===== src/rtl/fact_unit.sv =====
module fact_unit #(
  parameter int DW       = 32,
  parameter int AW       = 8,
  parameter int OFF_DATA = 8,
  parameter int OFF_STAT = 32,
  parameter int IEN_BIT  = 7
) (
  input  logic          clk,
  input  logic          rst,
  input  logic          acc_valid,
  input  logic          acc_write,
  input  logic [AW-1:0] acc_addr,
  input  logic          acc_word,
  input  logic [DW-1:0] acc_wdata,
  output logic [DW-1:0] acc_rdata,
  output logic          done_irq
);
  localparam logic [AW-1:0] A_DATA = AW'(OFF_DATA);
  localparam logic [AW-1:0] A_STAT = AW'(OFF_STAT);

  logic [DW-1:0] data_q, acc_q, cnt_q, prod;
  logic          busy, ien, irq_q;

  wire wr_ok   = acc_valid && acc_write && acc_word;
  wire wr_data = wr_ok && acc_addr == A_DATA && !busy;
  wire wr_stat = wr_ok && acc_addr == A_STAT;
  wire finish  = busy && cnt_q == '0;

  assign prod = acc_q * cnt_q;

  always_ff @(posedge clk) begin
    if (rst) begin
      data_q <= '0;
      acc_q  <= '0;
      cnt_q  <= '0;
      busy   <= 1'b0;
      ien    <= 1'b0;
      irq_q  <= 1'b0;
    end else begin
      irq_q <= finish && ien;
      if (wr_stat) ien <= acc_wdata[IEN_BIT];
      if (wr_data) begin
        data_q <= acc_wdata;
        cnt_q  <= acc_wdata;
        acc_q  <= DW'(1);
        busy   <= 1'b1;
      end else if (finish) begin
        data_q <= acc_q;
        busy   <= 1'b0;
      end else if (busy) begin
        acc_q <= prod;
        cnt_q <= cnt_q - 1'b1;
      end
    end
  end

  logic [DW-1:0] stat_word;
  always_comb begin
    stat_word          = '0;
    stat_word[0]       = busy;
    stat_word[IEN_BIT] = ien;
  end

  always_comb begin
    acc_rdata = '1;
    if (acc_word) begin
      if (acc_addr == A_DATA)      acc_rdata = data_q;
      else if (acc_addr == A_STAT) acc_rdata = stat_word;
    end
  end

  assign done_irq = irq_q;
endmodule



===== config.mk =====
export PLATFORM = sky130hd
export DESIGN_NAME = fact_unit
export DESIGN_NICKNAME = d
export VERILOG_FILES = /design/src/rtl/fact_unit.sv
export SDC_FILE = /design/constraint.sdc
export NUM_CORES = 1
export LEC_CHECK = 0
export ABC_AREA = 1
export ABC_CLOCK_PERIOD_IN_PS = 5950
export BUFFER_PORTS_ARGS = -buffer_cell sky130_fd_sc_hd__clkbuf_2
export CAP_MARGIN = 15
export CORE_UTILIZATION = 59
export CTS_CLUSTER_DIAMETER = 100
export DETAILED_ROUTE_END_ITERATION = 7
export HOLD_SLACK_MARGIN = 0.08
export PLACE_DENSITY_LB_ADDON = 0.3
export SYNTH_ARGS = -nofsm -noshare
export SYNTH_HDL_FRONTEND = slang
export SYNTH_SLANG_ARGS = --single-unit

===== constraint.sdc =====
create_clock -name clk -period 5.95 [get_ports clk]
set_input_delay 0.595 -clock clk [delete_from_list [all_inputs] [get_ports clk]]
set_output_delay 0.595 -clock clk [all_outputs]
set_load 0.01 [all_outputs]

After elaboration in Yosys (flattened, before gate mapping) --
Index checks and enable logic that the tools add are counted.
Storage, ports and cells: register bits after elaboration 99, word-level logic and storage cells 40, output and inout bits 33
Cells by class: reductions and logical operators 14, mux-type cells 13, $mul 1, bitwise logic cells 1, add/sub/neg operators 1, eq/ne operators 3
Operator list (count):
- 32-bit two-way mux | 8
- 32-bit zero test | 1
- 32-bit by 32-bit multiplier with 32-bit output | 1
- 32-bit by 1-bit subtractor with 32-bit output (second input constant) | 1
- 8-bit by 4-bit == test with 1-bit output (second input constant) | 1
- 8-bit by 6-bit == test with 1-bit output (second input constant) | 1
- 1-bit logical AND | 7
- 1-bit two-way mux | 5
- 2-bit AND reduction | 2
- 2-bit nonzero test | 2
- 2-bit != test (second input constant) | 1
- 2-bit OR reduction | 1
- 1-bit zero test | 1
- 1-bit inverter | 1

Depth between registers and ports, before layout --
Gate-level depths: netlist of the first run.
depth in word-level cells 6, mapped depth 39, gate-level depth less buffers 37

Least setup slack after synthesis of the first run --
No wires, ideal clock.
path type reg2reg, from register cnt_q[6], to register acc_q[27], library setup time 109 ps, arrival 6457 ps, cell stages (with the launch flop) 27, buffers on the path 2, path slack -616 ps, path through dfxtp_1 clkbuf_1 buf_1 nand2_1 inv_1 fa_1 fa_1 fa_1 inv_1 fa_1 inv_1 fa_1 inv_1 fa_1 inv_1 fa_1 fa_1 ha_1 a21oi_1 o21a_1 a21boi_0 o21ai_0 a21oi_1 xor2_1 nand2_1 nand2_1 inv_1
On the way: word-level cells in the longest chain between the ends 4
RTL lines:
- start: declaration | line 21 | logic [DW-1:0] data_q, acc_q, cnt_q, prod;
- start signal: assignment | line 44 | cnt_q <= acc_wdata;
- start signal: assignment | line 52 | cnt_q <= cnt_q - 1'b1;
- parallel branches: the longest is 4 deep, another holds 32-bit by 32-bit multiplier with 32-bit output
- end signal: assignment | line 51 | acc_q <= prod;
- end: declaration | line 21
Several ways; the timed one is not identified. A chain may end at the register's enable or synchronous reset.

Worst setup path after layout of the first run --
from register cnt_q[2], to register acc_q[31]
Same word-level chain as after synthesis.

==> impl_metrics.csv, run 1 <==
group,metric,value,unit
critical_path,crit_fanout,6,
placed_design,place.gp.congestion,0.994,
timing,max_clock_freq,0.151,GHz
route,drc_errors,0,
final_layout,register_area,2080,um2
status,violations,"setup timing",
timing,fin_tns_setup,-7.78,ns
synth,synth_nets,3617,
synth,async_flop_share,0,%
placed_design,pre_cts_slack,-0.790,ns
synth,synth_ff_type,"dfxtp_1",
timing,period_share,111,%
final_layout,final_cells,3765,
grt,grt_max_degree,64,
timing,worst_hold_slack,0.486,ns
synth,syn_area_per_cell,7.18,um2
grt,gr-usage-all-layers,38.2,%
final_layout,num-nets-final,3869,
power_and_ir_drop,powerDensity,49.3,nW/um2
timing,tightest_slew,0.973,ns
critical_path,required,6.20,ns
grt,antenna_found_initial,0,
synth,yosysSeqAreaShare,9.08,%
power_and_ir_drop,ir_worst_vdd,0.000121,V
synth,yosys.cell_types.count,44,
die,core_area,36500,um2
timing,hold_violations,0,
critical_path,path_class,"reg2reg",
run,cap_violations,0,
final_layout,drive_gt1_share,21.2,%
cts,hold_buffers,0,
die,num_rows,70,
critical_path,crit_path_end_kind,"register",
status,status,"complete, but fails checks",
synth,synth-warning-count,0,
route,dr.first_iter.drc_count,1851,
timing,setup_viol,20,
final_layout,nFillCells,2770,
route,viasPerCell,5.49,
final_layout,antenna_cells,0,
grt,grt_pass1_wl,111000,um
timing,fin_worst_skew,0.0229,ns
die,dieWidth,194,um
route,avgRoutedWirePerCell,19.2,um
timing,fin_crit,6.62,ns
placed_design,placedCellCount,3687,
die,initial_core_util,59.8,%
critical_path,startpoint_type,"register",
power_and_ir_drop,cellLeakagePower,15.3,nW
cts,cts_tree,"yes",
cts,clk_pin_slew,0.09,ns
die,pin_count,78,
final_layout,areaGrowthSynthToFinish,22.6,%
grt,overflow,0,
timing,final.setup.worst_slack,-0.668,ns
timing,drv_slew,0,
synth,synth_seq_cells,99,
route,first_pass_iters,6,
cts,clk_latency,0.37,ns
cts,cts_inserted_buffers,9,
route,routed_wl,72400,um
synth,syn_area,21800,um2
critical_path,worstPathArrival,6.87,ns
timing,slew_headroom,35.1,%
synth,synth_edf_count,0,
grt,grt_pass1_vias,21100,
final_layout,multi_input_area,17100,um2
cts,htree_levels,3,
timing,rsz0062_at_grt,"yes",
placed_design,hpwl,55400,um
cts,ctsRootBufferMaster,"clkbuf_16",
hold_path,min_path_type,"reg2reg",
route,num_vias,20700,
die,die_area,37800,um2
placed_design,io_buffers,77,
cts,cts_buffer_depth,2,
die,die_y,194,um
route,ant_nets,0,
final_layout,final_core_util,73.3,%
synth,synthCells,3040,
cts,clkSinkCount,99,
==> kinds of logic after synthesis <==
logic type / Yosys count / synth area share, %
XOR/XNOR: 42 / 1.68
flip-flops: 99 / 9.08
AND/OR/NAND/NOR: 1174 / 22.0
AO/OA/AOI/OAI: 220 / 5.81
buffers and inverters: 973 / 16.9
adder cells (fa/ha/maj): 532 / 44.5
==> final cells by class <==
class / instances / area share (%)
Clock buffer: 9 / 0.841
Tap cell: 468 / 2.19
Sequential cell: 99 / 7.77
Timing Repair Buffer: 413 / 13.7
Inverter: 801 / 11.3
Multi-Input combinational cell: 1968 / 64.0
Clock inverter: 7 / 0.262
==> per-stage QoR <==
stage,power [mW],cell area (um2)
floorplan,0.699,22500
global placement,0.723,24700
detailed placement,0.724,24700
CTS,1.32,26000
global route,1.35,26800
finish,1.32,26800
==> registers in the layout, indices dropped and copies added, names as in the netlist <==
name      flops
busy          1
ien           1
cnt_q        32
done_irq      1
data_q       32
acc_q        32
==> final timing paths <==
| path | slack, ns | start | end | cells after the start |
|---|---|---|---|---|
| min reg2reg | 0.49 | data_q[16] | data_q[16] | 2 |
| max | -0.67 | cnt_q[2] | acc_q[31] | 26 |
| max reg2reg | -0.67 | cnt_q[2] | acc_q[31] | 26 |
| min | 0.49 | data_q[16] | data_q[16] | 2 |
==> routing by layer <==
layer / wire length [um] / share of wire, % / vias to the layer above / global-route usage, %
met2: 33000 / 46 / 1091 / 62.3
met4: 3210 / 4.4 / 0 / 13.3
met1: 28500 / 39 / 10000 / 50.8
li1: - / - / 9335 / -
met5: 0 / 0 / - / 0
met3: 7730 / 11 / 200 / 7.58
==> Yosys cell counts, types with 3 or more instances <==
| cell | count | share of area, % |
|---|---|---|
| buf_6 | 3 | 0.15 |
| nand2_2 | 4 | 0.11 |
| nand2_1 | 913 | 16 |
| xor2_1 | 19 | 0.76 |
| a21o_1 | 8 | 0.28 |
| nand3_1 | 64 | 1.5 |
| nand3b_1 | 7 | 0.24 |
| nor2_4 | 8 | 0.41 |
| nor4_1 | 5 | 0.14 |
| a21oi_1 | 55 | 1.3 |
| xnor2_1 | 23 | 0.92 |
| a211oi_1 | 6 | 0.21 |
| nor3_1 | 11 | 0.25 |
| buf_1 | 30 | 0.52 |
| buf_2 | 17 | 0.39 |
| nor2_2 | 3 | 0.086 |
| or2_2 | 10 | 0.29 |
| inv_1 | 798 | 14 |
| nor2_1 | 98 | 1.7 |
| fa_1 | 408 | 37 |
| o211ai_1 | 11 | 0.38 |
| o21ai_0 | 71 | 1.6 |
| dfxtp_1 | 99 | 9.1 |
| clkbuf_1 | 121 | 2.1 |
| a31oi_1 | 61 | 1.7 |
| ha_1 | 124 | 7.1 |
| nand4_1 | 42 | 1.2 |
==> where the power goes <==
group	switching (mW)	total [mW]	internal, mW
clock network	0.323	0.620	0.297
registers	0.000410	0.652	0.652
logic	0.0290	0.0469	0.0179
==> timing repair <==
item                       CTS  global route
setup endpoints to repair   22            23
pin swaps                   95           102
buffers inserted            29            31
gates resized for setup    193           141
hold endpoints to repair     0             0
cloned                       2             5
==> cell usage in the layout (no fill, tap or decap), types with 10 or more instances in the layout <==
master     instances
dfxtp_2           10
clkbuf_16         14
xnor2_1           20
a21oi_1           33
nand2_4           13
o21ai_1           12
nor2_1            86
inv_2             41
xor2_1            16
buf_4            256
o21ai_0           50
clkbuf_2          77
inv_1            756
buf_6             30
nand3_1           58
buf_12            36
a31oi_1           60
a21oi_2           16
nand4_1           42
ha_4              27
ha_1              97
dfxtp_1           66
o211ai_1          11
dfxtp_4           23
nand2_2           27
nor2_4            16
fa_2              36
fa_1             372
nand2_1          877
==> worst max-delay path: stages, from the launching register on <==
cell	delay, ns
dfxtp_4	0.40
buf_12	0.12
buf_16	0.11
nand2_1	0.07
fa_1	0.55
inv_1	0.05
fa_1	0.47
inv_1	0.05
fa_1	0.50
fa_1	0.56
inv_1	0.05
fa_1	0.48
fa_1	0.53
fa_2	0.61
fa_2	0.49
ha_4	0.32
nand2_2	0.09
nor3_4	0.21
nand2_1	0.09
inv_2	0.08
nand4_1	0.16
nand3_2	0.17
inv_1	0.05
nand3_1	0.08
nand3_1	0.08
nand2_1	0.09
inv_1	0.04
No activity file was read; power rests on OpenSTA's default activity.
==> run 2, diff against run 1 <==
Settings changed: MAX_ROUTING_LAYER set to met4.
==> impl_metrics.csv, run 2 (same netlist as run 1, synthesis figures left out) <==
group,metric,value,unit
status,status,"complete, but fails checks",
status,violations,"setup timing",
run,cap_violations,0,
final_layout,areaGrowthSynthToFinish,21.8,%
timing,fin_crit,6.56,ns
critical_path,crit_fanout,6,
grt,gr-usage-all-layers,40.8,%
power_and_ir_drop,powerDensity,49.7,nW/um2
route,ant_nets,0,
cts,clk_latency,0.37,ns
power_and_ir_drop,p_total,1.32,mW
die,die_area,37800,um2
route,drc_errors,0,
cts,hold_buffers,0,
route,viasPerCell,5.50,
timing,drv_slew,0,
critical_path,cp_slowest_stage_delay,0.61,ns
route,avgRoutedWirePerCell,19.6,um
critical_path,critPathCapture,"acc_q[25]",
power_and_ir_drop,cellLeakagePower,15.1,nW
cts,clkSinkCount,99,
final_layout,nFillCells,2859,
critical_path,path_delay_family,"adder cells",
cts,cts_buffer_depth,2,
placed_design,io_buffers,77,
die,core_area,36500,um2
power_and_ir_drop,clockPowerShare,46.9,%
die,pin_count,78,
hold_path,min_path_type,"reg2reg",
die,dieWidth,194,um
critical_path,crit_buf_inv,9,
critical_path,critical_path.startpoint,"cnt_q[5]",
die,die_y,194,um
route,first_pass_iters,6,
critical_path,cpMaxStageDelayCell,"fa_2",
grt,grt_pass1_vias,21000,
critical_path,r2r-end,"acc_q[25]",
power_and_ir_drop,internal-power,969,uW
critical_path,worstPathArrival,6.87,ns
grt,overflow,0,
final_layout,mostFrequentLayoutCells,"nand2_1 (877), inv_1 (761), fa_1 (386)",
power_and_ir_drop,ir_worst_vdd,0.000125,V
placed_design,place.gp.congestion,1.02,
timing,tightest_slew,0.951,ns
final_layout,mostFrequentLayoutCell,"nand2_1",
final_layout,num-nets-final,3851,
power_and_ir_drop,p_comb_share,3.7,%
critical_path,crit_cells,27,
timing,fin_tns_setup,-8.02,ns
final_layout,top_regs,"acc_q: 32 flops, cnt_q: 32 flops, data_q: 32 flops",
timing,slew_headroom,36.5,%
cts,clk_pin_slew,0.09,ns
cts,cts_inserted_buffers,9,
critical_path,r2r_start,"cnt_q[5]",
critical_path,reg2reg_slack,-0.61,ns
placed_design,hpwl,56800,um
timing,setup_viol,19,
critical_path,path_class,"reg2reg",
timing,fin_worst_skew,0.0164,ns
cts,ctsRootBufferMaster,"clkbuf_16",
critical_path,startpoint_type,"register",
final_layout,antenna_cells,0,
cts,htree_levels,3,
critical_path,required,6.26,ns
power_and_ir_drop,netSwitchingPower,353,uW
critical_path,crit_path_end_kind,"register",
final_layout,drive_gt1_share,20.2,%
power_and_ir_drop,pwr-share-seq,49.5,%
cts,cts_tree,"yes",
grt,grt_max_degree,64,
die,initial_core_util,59.8,%
route,num_vias,20600,
hold_path,min_from,"data_q[22]",
route,dr.first_iter.drc_count,1955,
timing,hold_violations,0,
timing,max_clock_freq,0.152,GHz
power_and_ir_drop,sw_frac_of_total,26.7,%
die,num_rows,70,
critical_path,reg2regPathDepth,27,
timing,period_share,110,%
timing,rsz0062_at_grt,"yes",
grt,grt_pass1_wl,115000,um
timing,final.setup.worst_slack,-0.614,ns
grt,antenna_found_initial,0,
route,routed_wl,73500,um
==> run 2: changes by cell type in the layout (fill, tap and decap cells not counted), moves of 4 or more <==
cell	previous run	this run
fa_1	372	386
fa_2	36	22
buf_4	256	246
inv_1	756	761
o21ai_0	50	55
o21ai_1	12	7
buf_6	30	26
dfxtp_1	66	70
dfxtp_4	23	19
ha_1	97	93
ha_4	27	31
==> run 2: tightest hold or removal path: cells and delay by family, from the launching register on <==
family / cells / cell delay (ns)
AND/OR/NAND/NOR: 1 / 0.06
AO/OA/AOI/OAI: 1 / 0.06
flip-flops: 1 / 0.32
==> run 2: worst min-delay path by stage <==
stage,to,slack [ns],cells after the start
2_1_floorplan,done_irq,0.44,2
3_3_place_gp,data_q[22],0.47,2
3_5_place_dp,data_q[13],0.47,2
4_1_cts,cnt_q[2],0.49,3
5_1_grt,data_q[30],0.51,3
6_report,data_q[22],0.49,2
==> run 2: through the flow <==
step / instances / hold slack (ns) / instance area, um2 / utilization [%] / setup slack (ns)
2_1_floorplan: 3040 / 0.442 / 22500 / - / -0.211
3_3_place_gp: 3671 / 0.466 / 24500 / 67.2 / -0.778
3_5_place_dp: 3671 / 0.468 / 24500 / 67.2 / -0.871
4_1_cts: 3724 / 0.487 / 25800 / 70.8 / -0.493
5_1_grt: 3747 / 0.506 / 26600 / 72.8 / -0.817
6_report: 3747 / 0.490 / 26600 / 72.8 / -0.614
==> run 2: repair_timing <==
| item | in CTS | in global routing |
|---|---|---|
| gates resized for setup | 152 | 148 |
| setup buffers | 33 | 24 |
| pin swaps | 61 | 113 |
| gates cloned | 4 | 2 |
| setup endpoints to repair | 22 | 22 |
==> run 2: layout make-up <==
cell class	count	area, um2	area share [%]
well taps	468	586	2.20
repair buffers	395	3470	13.0
inverters	801	3010	11.3
clock inverters	7	70.1	0.263
multi-input cells	1968	17200	64.6
clock buffers	9	225	0.847
flip-flops and latches	99	2070	7.77
==> run 2: per-layer routing <==
layer,GRT usage (%),wire (um)
met5,-,0
met4,11.9,2670
met3,6.87,7440
met2,63.3,33500
met1,55.1,29900
==> run 2: power groups by stage <==
stage	Clock, mW	Sequential [mW]	Combinational (mW)
CTS	0.627	0.655	0.0473
global route	0.641	0.654	0.0520
finish	0.620	0.654	0.0483
global placement	0	0.678	0.0461
floorplan	0	0.678	0.0215
detailed placement	0	0.678	0.0469
